**src/rtl/t54_pkg.sv**
```systemverilog
package t54_pkg;
    localparam int CNT_W  = 54;
    localparam int WORD_W = 32;
    localparam int DIV_W  = 16;
    localparam int ADDR_W = 4;

    typedef enum logic [ADDR_W-1:0] {
        A_CFG    = 4'd0,
        A_SNAP   = 4'd1,
        A_ALM_LO = 4'd2,
        A_ALM_HI = 4'd3,
        A_LD_LO  = 4'd4,
        A_LD_HI  = 4'd5,
        A_RELOAD = 4'd6,
        A_IEN    = 4'd8,
        A_ICLR   = 4'd9
    } reg_addr_e;

    localparam int CFG_RUN     = 0;
    localparam int CFG_UP      = 1;
    localparam int CFG_AUTO    = 2;
    localparam int CFG_ARM     = 3;
    localparam int CFG_DIVRST  = 4;
    localparam int CFG_DIV_LSB = 16;
endpackage

```
**src/rtl/t54_prescaler.sv**
```systemverilog
module t54_prescaler #(
    parameter int DIV_W = 16
) (
    input  logic             clk,
    input  logic             rst_n,
    input  logic             step_i,
    input  logic             restart_i,
    input  logic [DIV_W-1:0] div_i,
    output logic             tick_o
);
    typedef struct packed {
        logic [DIV_W-1:0] phase;
    } pre_st_t;

    localparam logic [DIV_W-1:0] ONE = DIV_W'(1);

    pre_st_t st_d, st_q;
    logic [DIV_W-1:0] limit;

    always_comb begin
        limit  = (div_i == '0) ? '0 : div_i - ONE;
        tick_o = step_i && !restart_i && (st_q.phase >= limit);
        st_d   = st_q;
        if (restart_i) begin
            st_d.phase = '0;
        end else if (step_i) begin
            st_d.phase = tick_o ? '0 : st_q.phase + ONE;
        end
    end

    always_ff @(posedge clk or negedge rst_n) begin
        if (!rst_n) st_q <= '0;
        else        st_q <= st_d;
    end

    // a tick always restarts the phase
    assert_tick_phase_R3: assert property (@(posedge clk) disable iff (!rst_n)
        tick_o |=> st_q.phase == '0);

    // no step and no restart leaves the phase alone
    assert_phase_hold_R5: assert property (@(posedge clk) disable iff (!rst_n)
        (!step_i && !restart_i) |=> $stable(st_q.phase));
endmodule

```
**src/rtl/t54_counter.sv**
```systemverilog
module t54_counter #(
    parameter int CNT_W = 54
) (
    input  logic             clk,
    input  logic             rst_n,
    input  logic             tick_i,
    input  logic             up_i,
    input  logic             load_now_i,
    input  logic             auto_i,
    input  logic             armed_i,
    input  logic [CNT_W-1:0] alarm_i,
    input  logic [CNT_W-1:0] load_val_i,
    output logic [CNT_W-1:0] count_o,
    output logic             hit_o
);
    typedef struct packed {
        logic [CNT_W-1:0] cnt;
    } cnt_st_t;

    localparam logic [CNT_W-1:0] ONE = CNT_W'(1);

    cnt_st_t st_d, st_q;

    always_comb begin
        hit_o = armed_i && (st_q.cnt == alarm_i);
        st_d  = st_q;
        if (load_now_i || (hit_o && auto_i)) begin
            st_d.cnt = load_val_i;
        end else if (tick_i) begin
            st_d.cnt = up_i ? st_q.cnt + ONE : st_q.cnt - ONE;
        end
    end

    always_ff @(posedge clk or negedge rst_n) begin
        if (!rst_n) st_q <= '0;
        else        st_q <= st_d;
    end

    assign count_o = st_q.cnt;

    // software reload lands on the next edge, ticks notwithstanding
    assert_sw_load_R2: assert property (@(posedge clk) disable iff (!rst_n)
        load_now_i |=> count_o == $past(load_val_i));

    // alarm with auto-reload restores the load value
    assert_auto_reload_R9: assert property (@(posedge clk) disable iff (!rst_n)
        (hit_o && auto_i) |=> count_o == $past(load_val_i));

    // without tick or load the count holds
    assert_count_hold_R5: assert property (@(posedge clk) disable iff (!rst_n)
        (!tick_i && !load_now_i && !(hit_o && auto_i)) |=> $stable(count_o));

    // an up tick adds exactly one, modulo the width
    assert_up_step_R3: assert property (@(posedge clk) disable iff (!rst_n)
        (tick_i && up_i && !load_now_i && !(hit_o && auto_i))
            |=> count_o == $past(count_o) + ONE);
endmodule

```
**src/rtl/t54_irq.sv**
```systemverilog
module t54_irq (
    input  logic clk,
    input  logic rst_n,
    input  logic set_i,
    input  logic clr_i,
    input  logic en_wr_i,
    input  logic en_val_i,
    output logic raw_o,
    output logic irq_o
);
    typedef struct packed {
        logic raw;
        logic en;
    } irq_st_t;

    irq_st_t st_d, st_q;

    always_comb begin
        st_d = st_q;
        if (set_i)      st_d.raw = 1'b1;
        else if (clr_i) st_d.raw = 1'b0;
        if (en_wr_i)    st_d.en  = en_val_i;
    end

    always_ff @(posedge clk or negedge rst_n) begin
        if (!rst_n) st_q <= '0;
        else        st_q <= st_d;
    end

    assign raw_o = st_q.raw;
    assign irq_o = st_q.raw & st_q.en;

    // an alarm event raises the raw flag
    assert_raw_set_R8: assert property (@(posedge clk) disable iff (!rst_n)
        set_i |=> raw_o);

    // write-one-to-clear drops the raw flag
    assert_raw_clear_R10: assert property (@(posedge clk) disable iff (!rst_n)
        (clr_i && !set_i) |=> !raw_o);
endmodule

```
**src/rtl/alarm_timer54.sv**
```systemverilog
module alarm_timer54 #(
    parameter int CNT_W  = t54_pkg::CNT_W,
    parameter int WORD_W = t54_pkg::WORD_W,
    parameter int DIV_W  = t54_pkg::DIV_W,
    parameter int ADDR_W = t54_pkg::ADDR_W
) (
    input  logic                    clk,
    input  logic                    rst_n,
    input  logic                    clk_en_i,
    input  logic                    wr_en_i,
    input  logic [ADDR_W-1:0]       wr_addr_i,
    input  logic [WORD_W-1:0]       wr_data_i,
    output logic [WORD_W-1:0]       snap_lo_o,
    output logic [CNT_W-WORD_W-1:0] snap_hi_o,
    output logic                    alarm_armed_o,
    output logic                    irq_raw_o,
    output logic                    irq_o
);
    import t54_pkg::*;

    localparam int HI_W = CNT_W - WORD_W;

    typedef struct packed {
        logic             run;
        logic             up;
        logic             autold;
        logic [DIV_W-1:0] div;
    } cfg_t;

    typedef struct packed {
        cfg_t             cfg;
        logic             armed;
        logic [CNT_W-1:0] alarm;
        logic [CNT_W-1:0] load;
        logic [CNT_W-1:0] snap;
    } top_st_t;

    top_st_t st_d, st_q;

    logic wr_cfg, wr_snap, wr_alo, wr_ahi, wr_llo, wr_lhi, wr_rel, wr_ien, wr_iclr;
    logic restart, step, tick, hit;
    logic [CNT_W-1:0] count;

    always_comb begin
        wr_cfg  = wr_en_i && (wr_addr_i == ADDR_W'(A_CFG));
        wr_snap = wr_en_i && (wr_addr_i == ADDR_W'(A_SNAP));
        wr_alo  = wr_en_i && (wr_addr_i == ADDR_W'(A_ALM_LO));
        wr_ahi  = wr_en_i && (wr_addr_i == ADDR_W'(A_ALM_HI));
        wr_llo  = wr_en_i && (wr_addr_i == ADDR_W'(A_LD_LO));
        wr_lhi  = wr_en_i && (wr_addr_i == ADDR_W'(A_LD_HI));
        wr_rel  = wr_en_i && (wr_addr_i == ADDR_W'(A_RELOAD));
        wr_ien  = wr_en_i && (wr_addr_i == ADDR_W'(A_IEN));
        wr_iclr = wr_en_i && (wr_addr_i == ADDR_W'(A_ICLR));
        restart = wr_cfg && wr_data_i[CFG_DIVRST];
        step    = st_q.cfg.run && clk_en_i;
    end

    always_comb begin
        st_d = st_q;
        if (wr_cfg) begin
            st_d.cfg.run    = wr_data_i[CFG_RUN];
            st_d.cfg.up     = wr_data_i[CFG_UP];
            st_d.cfg.autold = wr_data_i[CFG_AUTO];
            st_d.cfg.div    = wr_data_i[CFG_DIV_LSB +: DIV_W];
            st_d.armed      = wr_data_i[CFG_ARM];
        end else if (hit) begin
            st_d.armed = 1'b0;
        end
        if (wr_alo) st_d.alarm[WORD_W-1:0]     = wr_data_i;
        if (wr_ahi) st_d.alarm[CNT_W-1:WORD_W] = wr_data_i[HI_W-1:0];
        if (wr_llo) st_d.load[WORD_W-1:0]      = wr_data_i;
        if (wr_lhi) st_d.load[CNT_W-1:WORD_W]  = wr_data_i[HI_W-1:0];
        if (wr_snap) st_d.snap = count;
    end

    always_ff @(posedge clk or negedge rst_n) begin
        if (!rst_n) begin
            st_q            <= '0;
            st_q.cfg.up     <= 1'b1;
            st_q.cfg.autold <= 1'b1;
            st_q.cfg.div    <= DIV_W'(1);
        end else begin
            st_q <= st_d;
        end
    end

    t54_prescaler #(.DIV_W(DIV_W)) u_pre (
        .clk       (clk),
        .rst_n     (rst_n),
        .step_i    (step),
        .restart_i (restart),
        .div_i     (st_q.cfg.div),
        .tick_o    (tick)
    );

    t54_counter #(.CNT_W(CNT_W)) u_cnt (
        .clk        (clk),
        .rst_n      (rst_n),
        .tick_i     (tick),
        .up_i       (st_q.cfg.up),
        .load_now_i (wr_rel),
        .auto_i     (st_q.cfg.autold),
        .armed_i    (st_q.armed),
        .alarm_i    (st_q.alarm),
        .load_val_i (st_q.load),
        .count_o    (count),
        .hit_o      (hit)
    );

    t54_irq u_irq (
        .clk      (clk),
        .rst_n    (rst_n),
        .set_i    (hit),
        .clr_i    (wr_iclr && wr_data_i[0]),
        .en_wr_i  (wr_ien),
        .en_val_i (wr_data_i[0]),
        .raw_o    (irq_raw_o),
        .irq_o    (irq_o)
    );

    assign snap_lo_o     = st_q.snap[WORD_W-1:0];
    assign snap_hi_o     = st_q.snap[CNT_W-1:WORD_W];
    assign alarm_armed_o = st_q.armed;

    // the alarm disarms itself unless software rewrites the config
    assert_arm_selfclear_R8: assert property (@(posedge clk) disable iff (!rst_n)
        (hit && !wr_cfg) |=> !alarm_armed_o);

    // snapshot captures the count of the write cycle
    assert_snap_take_R7: assert property (@(posedge clk) disable iff (!rst_n)
        wr_snap |=> {snap_hi_o, snap_lo_o} == $past(count));

    // snapshot holds between writes
    assert_snap_hold_R7: assert property (@(posedge clk) disable iff (!rst_n)
        !wr_snap |=> $stable({snap_hi_o, snap_lo_o}));
endmodule

```
**config.mk**
```make
export PLATFORM = sky130hd
export DESIGN_NAME = alarm_timer54
export DESIGN_NICKNAME = d
export VERILOG_FILES = /design/src/rtl/t54_pkg.sv /design/src/rtl/t54_prescaler.sv /design/src/rtl/t54_counter.sv /design/src/rtl/t54_irq.sv /design/src/rtl/alarm_timer54.sv
export SDC_FILE = /design/constraint.sdc
export NUM_CORES = 1
export LEC_CHECK = 0
export BUFFER_PORTS_ARGS = -buffer_cell sky130_fd_sc_hd__buf_2
export CAP_MARGIN = 5
export CORE_ASPECT_RATIO = 0.75
export CORE_UTILIZATION = 55
export CTS_CLUSTER_SIZE = 10
export DETAILED_ROUTE_END_ITERATION = 10
export PLACE_DENSITY = 0.73
export SETUP_SLACK_MARGIN = 0.1
export SLEW_MARGIN = 0
export SYNTH_ARGS = -nofsm -noshare
export SYNTH_HDL_FRONTEND = slang
export SYNTH_HIERARCHICAL = 1
export SYNTH_SLANG_ARGS = --single-unit
```
**constraint.sdc**
```tcl
create_clock -name clk -period 5.4 [get_ports clk]
set_input_delay 0.81 -clock clk [delete_from_list [all_inputs] [get_ports clk]]
set_output_delay 0.81 -clock clk [all_outputs]
set_load 0.01 [all_outputs]
```
**Word level (Yosys, flattened, before mapping)**

Index checks and enable logic that the tools add are counted.

- Add/sub/neg operators: 4
- Magnitude comparators: 1
- Equal/unequal tests: 9
- Multiplexer cells: 11
- Bitwise operators: 1
- Reduce and logical (&&, ||, !) cells: 24

Operators with widths:

| cell | number |
|---|---|
| two-way mux 54 bit | 3 |
| two-way mux 16 bit | 4 |
| adder 54 x 1 -> 54 bit (second input constant) | 1 |
| == test 54 bit | 1 |
| subtractor 54 x 1 -> 54 bit (second input constant) | 1 |
| adder 16 x 1 -> 16 bit (second input constant) | 1 |
| >= comparator 16 bit | 1 |
| logical AND 1 bit | 16 |
| zero test 16 bit | 1 |
| subtractor 16 x 1 -> 16 bit (second input constant) | 1 |
| == test 4 x 3 -> 1 bit (second input constant) | 3 |
| == test 4 x 2 -> 1 bit (second input constant) | 2 |
| == test 4 bit (second input constant) | 2 |
| nonzero test 2 bit | 4 |
| == test 4 x 1 -> 1 bit (second input constant) | 1 |
| zero test 4 bit | 1 |
| two-way mux 1 bit | 4 |
| bitwise AND 1 bit | 1 |
| zero test 1 bit | 1 |
| logical OR 1 bit | 1 |

- Flip-flop bits (word level): 254
- Output and inout bits: 57

**Depth between registers and ports, before layout**

- Depth in word-level cells: 9
- Mapped depth: 19
- Mapped depth without buffers: 16

**Modules after synthesis**

The synthesis kept the hierarchy.

By module, submodules not included:

| module | instances | cells each | area an instance (um^2) |
|---|---|---|---|
| alarm_timer54 | 1 | 455 | 7,299.5 |
| t54_counter | 1 | 782 | 6,263.5 |
| t54_prescaler | 1 | 221 | 1,651.6 |
| t54_irq | 1 | 6 | 82.6 |

**Worst setup path before layout**

OpenSTA, ideal clock, no wires.

- Kind: register to register
- Start: register st_q[173] (netlist bit)
- End: register u_cnt.st_q, in the netlist u_cnt/count_o[10]
- Arrival time: 4.438 ns
- Data required time: 5.263 ns
- Path slack: 0.825 ns
- Stages on the path, launching flop included: 16
- Path buffers: 4
- Path through: dfrtp_1 -> or4_4 -> or4_4 -> or3_4 -> nor3_2 -> a21oi_1 -> ha_1 -> nand4_1 -> or4_1 -> clkbuf_1 -> clkbuf_1 -> a21oi_1 -> buf_4 -> clkbuf_1 -> mux2i_1 -> a21oi_1

- Word-level cells in the longest chain between the ends: 5
- Elaborated cells between the ends (all ways): 6
- Classes of those cells: 1 x add/sub; 1 x order compare; 1 x mux; 3 x reduce/logical

RTL lines:

| what | RTL line | source |
|---|---|---|
| start: declaration | alarm_timer54.sv:38 | `top_st_t st_d, st_q;` |
| start signal: assignment | alarm_timer54.sv:83 | `st_q <= st_d;` |
| subtractor 16 x 1 -> 16 bit or zero test 16 bit (tied branches) | t54_prescaler.sv:21 | `limit = (div_i == '0) ? '0 : div_i - ONE;` |
| two-way mux 16 bit (*) | t54_prescaler.sv:21 |  |
| >= comparator 16 bit (*) | t54_prescaler.sv:22 | `tick_o = step_i && !restart_i && (st_q.phase >= limit);` |
| logical AND 1 bit (*) | t54_prescaler.sv:22 |  |
| via tick | alarm_timer54.sv:41 | `logic restart, step, tick, hit;` |
| nonzero test 2 bit (no line) (*) | -- |  |
| end signal: assignment | t54_counter.sv:36 | `else st_q <= st_d;` |
| end: declaration | t54_counter.sv:22 | `cnt_st_t st_d, st_q;` |

The timed path passes the listed nets; every way through them passes the cells marked *.
A chain may end at the register's enable or synchronous reset.

**Worst setup path after layout**

- Start: register st_q[173] (netlist bit)
- End: register u_cnt.st_q, in the netlist u_cnt/count_o[26]

Same word-level chain as after synthesis.

==> results by group <==
Clock network
  – Skew-Pair Late Insertion Delay: 580 ps
  – # resized after CTS: 0
  – CTS buffer count: 30
  – CTS root buffer: clkbuf_16
  – CTS sink count: 254
  – # H-tree levels: 1
  – Clk slew on worst S/H paths: 60 ps
  – CTS tree: done
  – Max clock buf depth: 3
  – Hold buffers post-CTS: 0
  – Postcts setup bufs: 0

Place
  – # port buffers: 96
  – Dpl hpwl: roughly 30000 um
  – RePlAce Congestion: roughly 0.96

Finish
  – Final nets: between 1.5k and 2k
  – Share of layout cells above drive strength 1: 24.7%
  – Ant diodes: 0
  – Synth-to-Final Area Change: 7.34%

Timing
  – Max Slew Vio Count: 0
  – RSZ-0062 raised after global routing: no
  – Final Hold Viols: 0
  – Final setup TNS: 0 ps
  – Final worst path period need: about 4600 ps
  – Slew @ Worst Pin: approximately 1200 ps
  – Max-Slew Margin vs Limit: 20.6%
  – Final Setup Violations: 0
  – Post-route clock period utilization: a little under nine tenths
  – Clock skew: roughly 16 ps
  – Highest clock rate: 217 MHz
  – Hold_ws: roughly 310 ps

Route
  – Average wire per standard cell: roughly 22 um
  – DRT antenna net count: 0
  – Routed wire length: roughly 41000 um
  – Vias: 11.5k
  – First-pass DRT Iterations: 5
  – Detailed-route DRC error count: 0
  – Iter 0 DRT Violations: roughly 1.1k
  – Via density: 6.17

Critical path
  – CP max FO: 29
  – WP buf/inv: 2
  – CP cell instances: or4_4, or4_4, or3_4, nor3_2, a21oi_1, ha_1, nand4_1, or4_1, a21oi_4, buf_4, buf_4, nand3_1, nor2_1, a21oi_1, a31oi_1
  – Critical Path Source Type: flip-flop
  – Worst path top cell family by delay: simple AND/OR/NAND/NOR gates
  – CP peak stage delay: between 600 and 700 ps
  – Worst Path Arrival: slightly above 5000 ps
  – Worst Setup End Kind: flip-flop
  – Slowest CP cell: or4_1
  – Crit Path Category: reg2reg
  – Required @ worst endpoint: about 5900 ps

Floorplanning
  – Number of I/O pins: 97
  – Row cnt: 52
  – Core region area: between 20000 and 30000 um2
  – Die area: 28500 um2
  – Die H: about 150 um
  – Starting density of the core: between 50 and 60%
  – Die Wd: just under 200 um

Synth
  – Post-synthesis cell type count: 83
  – Ys async rst share: 100%
  – Syn avg cell area: 10.4 um2
  – Synth Cell Area: around 15000 um2
  – Share of the yosys chip area belonging to registers: between 40% and 50%
  – Most used DFF post-synth: dfrtp_1
  – Mapped Cells: approximately 1.5k
  – Yosys warnings: 6
  – Mapped Nets: roughly 1.6k
  – FF+latch count, synth: ~250
  – Post-synth EDFFs: 0

Global route
  – Pin count of the biggest net entering global routing: approximately 120
  – Initial antenna violation count: 0
  – Number of global-route vias before repair: 11.2k
  – Global-route wire length before repair: around 65000 um
  – Gr ovfl total: 0
  – GR Util All Layers: between 20% and 30%

Power
  – Leakage: roughly 7.4 nW
  – Final total power: between 8 and 9 mW
  – Peak supply drop: roughly 340 uV
  – Power Dens Cells: just over 500 nW/um2

Job
  – Max-cap viol count: 0

Outcome
  – Status: finished clean

Worst hold path
  – HP Class: in2async
-- cells in the final DEF, fill, tap and decap left out, drive strengths merged, types with 6 or more instances in the layout --
cell,n
o21a,7
nor3,20
o211ai,17
nor2,106
ha,71
buf,111
o21bai,11
nor2b,10
nand2,103
nand4,30
or2,6
clkbuf,51
nand3,25
xnor2,26
nand2b,7
mux2i,33
a21oi,129
xor2,85
a211oi,12
and2,6
a31oi,20
dfrtp,251
inv,27
mux2,187
and3,6
o21ai,50
nor4,22
a21o,18
-- cells by family after synthesis --
kind of cell	count (synthesis)	share of synthesized area (%)
flops	254	41.6
compound gates	295	12.0
simple gates	368	12.0
fa+ha+maj	72	5.94
xor+xnor	111	6.36
buf+inv	144	6.22
mux	220	15.9
-- layer usage --
metal / track usage (%) / vias to the layer above / part of all wire, %
li1: - / 5278 / -
met1: 45.5 / 5691 / 48
met2: 40.8 / 469 / 40
met3: 8.13 / 68 / 9.7
met4: 7.10 / 0 / 2.5
met5: 0 / - / 0
-- path summary, 6_finish.rpt --
| kind | slack, ps | end | depth (start not counted) | start |
|---|---|---|---|---|
| worst max-delay path | 790 | u_cnt/count_o[26]$_DFFE_PN0P_ | 15 | st_q[173]$_DFFE_PN0P_ |
| worst min-delay path | 310 | st_q[83]$_DFFE_PN0P_ | 1 | rst_n |
| worst max register to register | 790 | u_cnt/count_o[26]$_DFFE_PN0P_ | 15 | st_q[173]$_DFFE_PN0P_ |
| worst min register to register | 490 | st_q[57]$_DFFE_PN0P_ | 1 | st_q[57]$_DFFE_PN0P_ |
| max in group asynchronous | 3890 | snap_hi_o[14]$_DFFE_PN0P_ | 2 | rst_n |
| min in group clk | 490 | st_q[57]$_DFFE_PN0P_ | 1 | st_q[57]$_DFFE_PN0P_ |
-- flip-flops by register name, indices dropped and copies added, names as in the netlist --
name	count
alarm_armed_o	1
snap_hi_o	22
snap_lo_o	32
st_q	127
u_cnt/count_o	54
u_irq/raw_o	1
u_irq/st_q	1
u_pre/st_q	16
-- synth_stat cells (5+ instances only) --
cell type | count | area, um2
nor2b_1 | 10 | 62.6
clkbuf_1 | 19 | 71.3
a211oi_1 | 10 | 75.1
a31oi_1 | 18 | 113
nand4_1 | 30 | 188
a21o_1 | 17 | 128
o211ai_1 | 16 | 120
clkbuf_8 | 5 | 68.8
xnor2_1 | 26 | 228
nand2_1 | 99 | 372
buf_6 | 12 | 135
o22ai_1 | 5 | 31.3
xor2_1 | 85 | 744
o21ai_0 | 40 | 200
mux2i_1 | 33 | 330
o21a_1 | 7 | 52.6
dfrtp_1 | 251 | 6280
inv_1 | 27 | 101
buf_4 | 62 | 465
a21oi_1 | 127 | 636
nand2b_1 | 7 | 43.8
o21ai_1 | 10 | 50.1
nor3_1 | 19 | 95.1
nor4_1 | 22 | 138
and2_1 | 6 | 37.5
ha_1 | 71 | 888
mux2_2 | 184 | 2070
buf_2 | 13 | 65.1
nand3_1 | 24 | 120
nor2_1 | 105 | 394
o21bai_1 | 11 | 82.6
-- power by group --
group | switching, mW | leakage, nW | internal (mW) | total, mW
sequential | 0.489 | 3.14 | 2.41 | 2.90
combinational | 2.14 | 3.88 | 1.50 | 3.63
clock | 0.808 | 0.415 | 1.05 | 1.86
total | 3.43 | 7.43 | 4.96 | 8.39
-- through the flow --
step           utilization (%)  worst slack, ps  instances  area, um2
4_1_cts                   60.5              831       1865      16400
3_3_place_gp              57.3              912       1810      15500
6_report                  60.5              792       1865      16400
5_1_grt                   60.5              520       1865      16400
2_1_floorplan                -              825       1464      15300
3_5_place_dp              57.3              865       1810      15500
-- cell type report --
class	count	area (um2)
Clock buffer	51	840
Clock inverter	4	33.8
Fill cell	2269	10700
Inverter	28	105
Multi-Input combinational cell	1066	8020
Sequential cell	254	6360
Tap cell	351	439
Timing Repair Buffer	111	628
Power figures use the tool's default switching activity.
